<file path="src/rtl/fsg_pkg.sv">
package fsg_pkg;

   typedef enum logic [2:0] {
      OP_NOP        = 3'd0,
      OP_PROGRAM    = 3'd1,
      OP_SECT_ERASE = 3'd2,
      OP_CHIP_ERASE = 3'd3,
      OP_SUSPEND    = 3'd4,
      OP_RESUME     = 3'd5,
      OP_RESET      = 3'd6
   } cmd_op_e;

   typedef enum logic [2:0] {
      ST_IDLE,
      ST_PROG,
      ST_WINDOW,
      ST_ERASE,
      ST_SUSP,
      ST_SUSP_PROG,
      ST_HALTED
   } op_state_e;

endpackage

</file>
<file path="src/rtl/fsg_accept_window.sv">
module fsg_accept_window #(
   parameter int WINDOW_US = 50
) (
   input  logic clk,
   input  logic rst_n,
   input  logic restart,
   input  logic active,
   input  logic us_tick,
   output logic expire
);
   localparam int CW = $clog2(WINDOW_US + 1);

   generate
      if (WINDOW_US < 1) begin : g_bad_window
         $error("WINDOW_US must be at least 1");
      end
   endgenerate

   logic [CW-1:0] cnt_q;

   assign expire = active && !restart && us_tick && (cnt_q == CW'(WINDOW_US - 1));

   always_ff @(posedge clk or negedge rst_n) begin
      if (!rst_n)
         cnt_q <= '0;
      else if (restart)
         cnt_q <= '0;
      else if (active && us_tick)
         cnt_q <= cnt_q + 1'b1;
   end

   AST_WIN_BOUND: assert property (@(posedge clk) disable iff (!rst_n) active |-> (cnt_q < CW'(WINDOW_US)));
   AST_WIN_RESTART: assert property (@(posedge clk) disable iff (!rst_n) (restart && active) |=> !expire);

endmodule

</file>
<file path="src/rtl/fsg_op_timer.sv">
module fsg_op_timer #(
   parameter int DURATION = 16,
   parameter int LIMIT    = 1024
) (
   input  logic clk,
   input  logic rst_n,
   input  logic start,
   input  logic run,
   input  logic force_tmo,
   output logic done,
   output logic tmo_hit
);
   localparam int MAXV = (DURATION > LIMIT) ? DURATION : LIMIT;
   localparam int CW   = $clog2(MAXV + 1);

   generate
      if (DURATION < 1) begin : g_bad_dur
         $error("DURATION must be at least 1");
      end
      if (LIMIT < 1) begin : g_bad_lim
         $error("LIMIT must be at least 1");
      end
   endgenerate

   logic [CW-1:0] cnt_q;

   assign tmo_hit = run && (force_tmo || (cnt_q == CW'(LIMIT - 1)));
   assign done    = run && !tmo_hit && (cnt_q == CW'(DURATION - 1));

   always_ff @(posedge clk or negedge rst_n) begin
      if (!rst_n)
         cnt_q <= '0;
      else if (start)
         cnt_q <= '0;
      else if (run && cnt_q != CW'(MAXV))
         cnt_q <= cnt_q + 1'b1;
   end

   AST_OP_START_CLEARS: assert property (@(posedge clk) disable iff (!rst_n) start |=> (cnt_q == '0));
   AST_OP_HOLD_IDLE: assert property (@(posedge clk) disable iff (!rst_n) (!run && !start) |=> $stable(cnt_q));

endmodule

</file>
<file path="src/rtl/fsg_status_mux.sv">
module fsg_status_mux
   import fsg_pkg::*;
(
   input  logic       clk,
   input  logic       rst_n,
   input  op_state_e  state,
   input  logic       rd_en,
   input  logic       sel_hit,
   input  logic       addr_hit,
   input  logic       prog_d7,
   input  logic       halt_prog,
   input  logic [7:0] array_data,
   output logic [7:0] rd_data,
   output logic       ready
);
   logic tog6_q, tog2_q;
   logic flip6, flip2;

   always_comb begin
      rd_data = 8'h00;
      ready   = 1'b0;
      flip6   = 1'b0;
      flip2   = 1'b0;
      case (state)
         ST_PROG, ST_SUSP_PROG: begin
            rd_data[7] = addr_hit & ~prog_d7;
            rd_data[6] = tog6_q;
            rd_data[2] = tog2_q;
            flip6      = 1'b1;
         end
         ST_WINDOW, ST_ERASE: begin
            rd_data[6] = tog6_q;
            rd_data[3] = (state == ST_ERASE);
            rd_data[2] = tog2_q;
            flip6      = 1'b1;
            flip2      = sel_hit;
         end
         ST_SUSP: begin
            ready = 1'b1;
            if (sel_hit) begin
               rd_data[7] = 1'b1;
               rd_data[6] = tog6_q;
               rd_data[2] = tog2_q;
               flip2      = 1'b1;
            end else begin
               rd_data = array_data;
            end
         end
         ST_HALTED: begin
            rd_data[7] = halt_prog & addr_hit & ~prog_d7;
            rd_data[6] = tog6_q;
            rd_data[5] = 1'b1;
            rd_data[3] = ~halt_prog;
            rd_data[2] = tog2_q;
            flip6      = 1'b1;
            flip2      = ~halt_prog & sel_hit;
         end
         default: begin
            rd_data = array_data;
            ready   = 1'b1;
         end
      endcase
   end

   always_ff @(posedge clk or negedge rst_n) begin
      if (!rst_n) begin
         tog6_q <= 1'b0;
         tog2_q <= 1'b0;
      end else if (rd_en) begin
         tog6_q <= tog6_q ^ flip6;
         tog2_q <= tog2_q ^ flip2;
      end
   end

   AST_TOG6_ACTIVE_FLIP: assert property (@(posedge clk) disable iff (!rst_n) (rd_en && state inside {ST_PROG, ST_WINDOW, ST_ERASE, ST_HALTED}) |=> (tog6_q != $past(tog6_q)));
   AST_TOG2_PROG_HOLD: assert property (@(posedge clk) disable iff (!rst_n) (state == ST_PROG) |=> $stable(tog2_q));
   AST_TOG6_SUSP_HOLD: assert property (@(posedge clk) disable iff (!rst_n) (state == ST_SUSP) |=> $stable(tog6_q));

endmodule

</file>
<file path="src/rtl/flash_status_gen.sv">
module flash_status_gen
   import fsg_pkg::*;
#(
   parameter int ADDR_W         = 16,
   parameter int SECTOR_SHIFT   = 12,
   parameter int WINDOW_US      = 50,
   parameter int PROG_CYCLES    = 16,
   parameter int ERASE_CYCLES   = 256,
   parameter int TIMEOUT_CYCLES = 1024
) (
   input  logic              clk,
   input  logic              rst_n,
   input  logic              cmd_valid,
   input  logic [2:0]        cmd_op,
   input  logic [ADDR_W-1:0] cmd_addr,
   input  logic              cmd_data7,
   input  logic              us_tick,
   input  logic              force_timeout,
   input  logic              rd_en,
   input  logic [ADDR_W-1:0] rd_addr,
   input  logic [7:0]        array_data,
   output logic [7:0]        rd_data,
   output logic              ready
);
   localparam int SECT_W = ADDR_W - SECTOR_SHIFT;
   localparam int NSECT  = 1 << SECT_W;

   generate
      if (SECTOR_SHIFT < 1 || SECT_W < 1 || SECT_W > 10) begin : g_bad_geom
         $error("sector geometry must give 2 to 1024 sectors");
      end
   endgenerate

   op_state_e st_q, st_d;
   logic [ADDR_W-1:0] prog_addr_q;
   logic              prog_d7_q, halt_prog_q;
   logic [NSECT-1:0]  sel_q;

   logic [SECT_W-1:0] cmd_sect, rd_sect;
   logic is_prog, is_se, is_ce, is_susp, is_res, is_rst;
   logic prog_load, pg_start, er_start, win_restart;
   logic sel_load, sel_all, sel_add, halt_set, halt_as_prog;
   logic pg_done, pg_tmo, er_done, er_tmo, win_expire;

   assign cmd_sect = cmd_addr[ADDR_W-1:SECTOR_SHIFT];
   assign rd_sect  = rd_addr[ADDR_W-1:SECTOR_SHIFT];

   assign is_prog = cmd_valid && (cmd_op == OP_PROGRAM);
   assign is_se   = cmd_valid && (cmd_op == OP_SECT_ERASE);
   assign is_ce   = cmd_valid && (cmd_op == OP_CHIP_ERASE);
   assign is_susp = cmd_valid && (cmd_op == OP_SUSPEND);
   assign is_res  = cmd_valid && (cmd_op == OP_RESUME);
   assign is_rst  = cmd_valid && (cmd_op == OP_RESET);

   // operation sequencing
   always_comb begin
      st_d         = st_q;
      prog_load    = 1'b0;
      pg_start     = 1'b0;
      er_start     = 1'b0;
      win_restart  = 1'b0;
      sel_load     = 1'b0;
      sel_all      = 1'b0;
      sel_add      = 1'b0;
      halt_set     = 1'b0;
      halt_as_prog = 1'b0;
      case (st_q)
         ST_IDLE: begin
            if (is_prog) begin
               st_d = ST_PROG; prog_load = 1'b1; pg_start = 1'b1;
            end else if (is_se) begin
               st_d = ST_WINDOW; sel_load = 1'b1; win_restart = 1'b1;
            end else if (is_ce) begin
               st_d = ST_ERASE; sel_load = 1'b1; sel_all = 1'b1; er_start = 1'b1;
            end
         end
         ST_PROG, ST_SUSP_PROG: begin
            if (pg_tmo) begin
               st_d = ST_HALTED; halt_set = 1'b1; halt_as_prog = 1'b1;
            end else if (pg_done) begin
               st_d = (st_q == ST_PROG) ? ST_IDLE : ST_SUSP;
            end
         end
         ST_WINDOW: begin
            if (is_se) begin
               sel_add = 1'b1; win_restart = 1'b1;
            end else if (win_expire) begin
               st_d = ST_ERASE; er_start = 1'b1;
            end
         end
         ST_ERASE: begin
            if (er_tmo) begin
               st_d = ST_HALTED; halt_set = 1'b1;
            end else if (er_done) begin
               st_d = ST_IDLE;
            end else if (is_susp) begin
               st_d = ST_SUSP;
            end
         end
         ST_SUSP: begin
            if (is_res) begin
               st_d = ST_ERASE;
            end else if (is_prog && !sel_q[cmd_sect]) begin
               st_d = ST_SUSP_PROG; prog_load = 1'b1; pg_start = 1'b1;
            end
         end
         ST_HALTED: begin
            if (is_rst) st_d = ST_IDLE;
         end
         default: st_d = ST_IDLE;
      endcase
   end

   always_ff @(posedge clk or negedge rst_n) begin
      if (!rst_n) begin
         st_q        <= ST_IDLE;
         prog_addr_q <= '0;
         prog_d7_q   <= 1'b0;
         halt_prog_q <= 1'b0;
      end else begin
         st_q <= st_d;
         if (prog_load) begin
            prog_addr_q <= cmd_addr;
            prog_d7_q   <= cmd_data7;
         end
         if (halt_set) halt_prog_q <= halt_as_prog;
      end
   end

   // erase sector set, one flag per sector
   genvar gs;
   generate
      for (gs = 0; gs < NSECT; gs++) begin : g_sect
         always_ff @(posedge clk or negedge rst_n) begin
            if (!rst_n)
               sel_q[gs] <= 1'b0;
            else if (sel_load)
               sel_q[gs] <= sel_all || (cmd_sect == SECT_W'(gs));
            else if (sel_add && cmd_sect == SECT_W'(gs))
               sel_q[gs] <= 1'b1;
         end
      end
   endgenerate

   fsg_accept_window #(.WINDOW_US(WINDOW_US)) u_window (
      .clk     (clk),
      .rst_n   (rst_n),
      .restart (win_restart),
      .active  (st_q == ST_WINDOW),
      .us_tick (us_tick),
      .expire  (win_expire)
   );

   fsg_op_timer #(.DURATION(PROG_CYCLES), .LIMIT(TIMEOUT_CYCLES)) u_prog_timer (
      .clk       (clk),
      .rst_n     (rst_n),
      .start     (pg_start),
      .run       (st_q == ST_PROG || st_q == ST_SUSP_PROG),
      .force_tmo (force_timeout),
      .done      (pg_done),
      .tmo_hit   (pg_tmo)
   );

   fsg_op_timer #(.DURATION(ERASE_CYCLES), .LIMIT(TIMEOUT_CYCLES)) u_erase_timer (
      .clk       (clk),
      .rst_n     (rst_n),
      .start     (er_start),
      .run       (st_q == ST_ERASE),
      .force_tmo (force_timeout),
      .done      (er_done),
      .tmo_hit   (er_tmo)
   );

   fsg_status_mux u_status (
      .clk        (clk),
      .rst_n      (rst_n),
      .state      (st_q),
      .rd_en      (rd_en),
      .sel_hit    (sel_q[rd_sect]),
      .addr_hit   (rd_addr == prog_addr_q),
      .prog_d7    (prog_d7_q),
      .halt_prog  (halt_prog_q),
      .array_data (array_data),
      .rd_data    (rd_data),
      .ready      (ready)
   );

   AST_ERASE_CMD_IGNORED: assert property (@(posedge clk) disable iff (!rst_n) (st_q == ST_ERASE && cmd_valid && cmd_op != OP_SUSPEND && !er_done && !er_tmo) |=> (st_q == ST_ERASE));
   AST_CHIP_SKIPS_WINDOW: assert property (@(posedge clk) disable iff (!rst_n) (st_q == ST_IDLE && is_ce) |=> (st_q == ST_ERASE && (&sel_q)));
   AST_HALT_HOLD: assert property (@(posedge clk) disable iff (!rst_n) (st_q == ST_HALTED && !is_rst) |=> (st_q == ST_HALTED && !ready));
   AST_SUSP_READY: assert property (@(posedge clk) disable iff (!rst_n) (st_q == ST_SUSP) |-> ready);
   AST_WINDOW_ADDS: assert property (@(posedge clk) disable iff (!rst_n) (st_q == ST_WINDOW && is_se) |=> (st_q == ST_WINDOW && sel_q[$past(cmd_sect)]));

endmodule

</file>
<file path="config.mk">
export PLATFORM = sky130hd
export DESIGN_NAME = flash_status_gen
export DESIGN_NICKNAME = d
export VERILOG_FILES = /design/src/rtl/fsg_pkg.sv /design/src/rtl/fsg_accept_window.sv /design/src/rtl/fsg_op_timer.sv /design/src/rtl/fsg_status_mux.sv /design/src/rtl/flash_status_gen.sv
export SDC_FILE = /design/constraint.sdc
export NUM_CORES = 1
export LEC_CHECK = 0
export BUFFER_PORTS_ARGS = -buffer_cell sky130_fd_sc_hd__buf_2
export CORE_AREA = 5 5 114 116
export DETAILED_ROUTE_END_ITERATION = 16
export DIE_AREA = 0 0 119 121
export PLACE_DENSITY = 0.54
export SYNTH_ARGS = -nofsm -noshare
export SYNTH_HDL_FRONTEND = slang
export SYNTH_SLANG_ARGS = --single-unit
</file>
<file path="constraint.sdc">
create_clock -name clk -period 3.45 [get_ports clk]
set_input_delay 0.1725 -clock clk [delete_from_list [all_inputs] [get_ports clk]]
set_output_delay 0.1725 -clock clk [all_outputs]
set_load 0.01 [all_outputs]
</file>
==> reports/qor.csv <==
stage;metric;value;unit
sta;hold_viol;0;
cells_and_area;syn_to_final_growth;17.6;%
floorplan;die-area;0.0144;mm^2
route;routed_wirelength;9.53;mm
worst_setup_path;cp_max_fo;5;
route;first_iter_violations;223;
worst_setup_path;reg2reg_setup_slack;0.99;ns
clock_network;clockBufferDepth;2;
worst_setup_path;slowest_delay;0.51;ns
cells_and_area;fin_util;0.400;
route;post_drt_via_cell_ratio;5.31;
worst_setup_path;critPathCaptureType;output port;
synth;seq_area_frac_synth;0.418;
placed_design;port_buffers;58;
status;status;finished clean;
floorplan;core_area;0.0118;mm^2
synth;synth-edff-count;0;
worst_setup_path;critical_path_class;reg2out;
floorplan;die_x;119;um
sta;rsz0062_at_grt;no;
worst_setup_path;crit_chain;mux4_2, mux4_2, and2_1, o21ai_2, mux2_2, buf_2;
clock_network;clkSinkCount;67;
worst_setup_path;critical_path.most_common_cell;mux4_2;
run;drv_cap;0;
worst_setup_path;arrival;2.62;ns
sta;worst_pin_slew;0.855;ns
worst_setup_path;crit_family;multiplexers;
synth;synth_cells;409;
placed_design;dp_slack;0.964;ns
pwr;leakagePower;1.98;nW
placed_design;hpwl;7.06;mm
clock_network;clk_latency;0.33;ns
cells_and_area;fillers;1198;
clock_network;post_cts_resize_count;0;
worst_setup_path;start_kind;register;
worst_setup_path;rr_startpoint;st_q[1];
global_route;grt_pass1_wl;16.0;mm
synth;ys_ff_latch;67;
route;ant_nets;0;
cells_and_area;diodes;0;
route;wire_per_inst;15.5;um
sta;clock_skew;0.00818;ns
clock_network;cts_tree;done;
clock_network;post_cts_buffers;0;
pwr;power_density;787;mW/mm^2
cells_and_area;final_layout_size_suffix_gt1_frac;0.236;
min_path;min_path_type;in2async;
floorplan;io_pins;59;
global_route;grt.total_usage;0.137;
worst_setup_path;crit_buf_inv;1;
synth;synth_area_leaders;dfrtp_1, xor2_1, nor2_1, mux2_2, mux4_2;
worst_setup_path;r2r_cells;7;
global_route;grt_max_degree;68;
synth;yosysWarnings;0;
synth;synth_area;0.00401;mm^2
clock_network;cts_buffers;9;
route;vias;3261;
sta;fmax;0.358;GHz
synth;ys_types;52;
global_route;gr-total-overflow;0;
floorplan;rows;40;
clock_network;cts_hold_buf;0;
sta;final-setup-viol-count;0;
worst_setup_path;rr_endpoint;sel_q[1];
synth;syn_nets;466;
route;drc;0;
pwr;vdd_ir_drop_max;0.393;mV
global_route;antenna_found_initial;0;
synth;yosys.area.top_type;dfrtp_1;
cells_and_area;mostFrequentLayoutCell;dfrtp_1;
synth;yosysTopAreaCellShare;0.418;
synth;avgSynthCellArea;9.81;um^2
synth;ys.flop_type;dfrtp_1;
clock_network;h-tree-depth;3;
route;dr.pass1.iters;4;
worst_setup_path;crit_slowest_cell;mux4_2;
sta;setup_tns;0;ns
sta;drv_slew;0;
sta;fin_hold_ws;0.0549;ns
placed_design;gp_congestion;0.817;
floorplan;die_y;121;um
clock_network;cts.clk_slew.worst_paths;0.05;ns
sta;fin_crit;2.79;ns
synth;async_flop_share;1.00;
clock_network;root_buffer;clkbuf_16;
sta;min_period_over_period;0.810;
floorplan;start_util;0.340;
cells_and_area;final_cell_mix;dfrtp_1, nor2_1, buf_2, xor2_1, nand2_1;
worst_setup_path;required;3.28;ns
cells_and_area;nets;520;
worst_setup_path;cp_num_cells;6;
global_route;grt_pass1_vias;3251;
sta;worst_slack;0.656;ns
sta;slew_headroom;0.430;
==> cell type report <==
type	count	area, um^2	area share
Timing Repair Buffer	63	328	0.0695
Clock inverter	1	7.51	0.00159
Inverter	13	48.8	0.0103
Tap cell	147	184	0.0390
Sequential cell	67	1680	0.355
Multi-Input combinational cell	309	2200	0.466
Clock buffer	14	274	0.0581
==> Yosys cell counts, drive strengths merged (9+ instances only) <==
master  instances
mux4            9
clkbuf         15
xor2           31
a21oi          12
nand4           9
nor3           13
nor4           12
o32a           13
nand2          30
nor2           62
mux2           20
dfrtp          67
xnor2          10
inv            13
o21ai          12
==> per-layer routing <==
layer	vias up	global-route usage	part of all wire
met4	0	0.0456	0.018
met5	-	0	0
met2	66	0.227	0.50
met1	1594	0.170	0.43
li1	1585	-	-
met3	16	0.0406	0.044
==> power breakdown <==
group	internal (W)	total, W	switching, W
Sequential	0.00116	0.00157	0.000407
Clock	0.000541	0.000856	0.000315
Combinational	0.000684	0.00129	0.000608
Total	0.00239	0.00372	0.00133
==> registers in the layout, indices dropped and copies added (netlist names) <==
name	cells
halt_prog_q	1
prog_addr_q	16
prog_d7_q	1
sel_q	16
st_q	3
u_erase_timer.cnt_q	11
u_prog_timer.cnt_q	11
u_status.tog2_q	1
u_status.tog6_q	1
u_window.cnt_q	6
==> how the worst max path moves through the flow <==
stage,from,endpoint,slack [ns]
2_1_floorplan,rd_addr[12],rd_data[2],1.09
3_3_place_gp,rd_addr[12],rd_data[2],1.01
3_5_place_dp,rd_addr[12],rd_data[2],0.96
4_1_cts,sel_q[3],rd_data[2],0.62
5_1_grt,st_q[1],rd_data[6],0.53
6_report,sel_q[3],rd_data[2],0.66
==> cell families (layout without fill, tap and decap cells) <==
family / Yosys count / in the layout / share of synthesized area
adders and majority gates: 7 / 7 / 0.0218
DFF: 67 / 67 / 0.418
xor gates and xnor gates: 41 / 41 / 0.0895
and+or+nand+nor: 167 / 167 / 0.209
AOI/OAI and AO/OA: 62 / 62 / 0.113
muxes: 32 / 32 / 0.114
buffers and inverters: 33 / 91 / 0.0340
==> per-stage QoR <==
stage | cell area (um^2) | std cells | total power (W)
after detailed placement | 4440 | 599 | 0.00288
after global routing | 4720 | 614 | 0.00401
after global placement | 4440 | 599 | 0.00284
after CTS | 4720 | 614 | 0.00376
after floorplan | 4010 | 409 | 0.00249
final | 4720 | 614 | 0.00372
(Power assumes the default switching activity.)
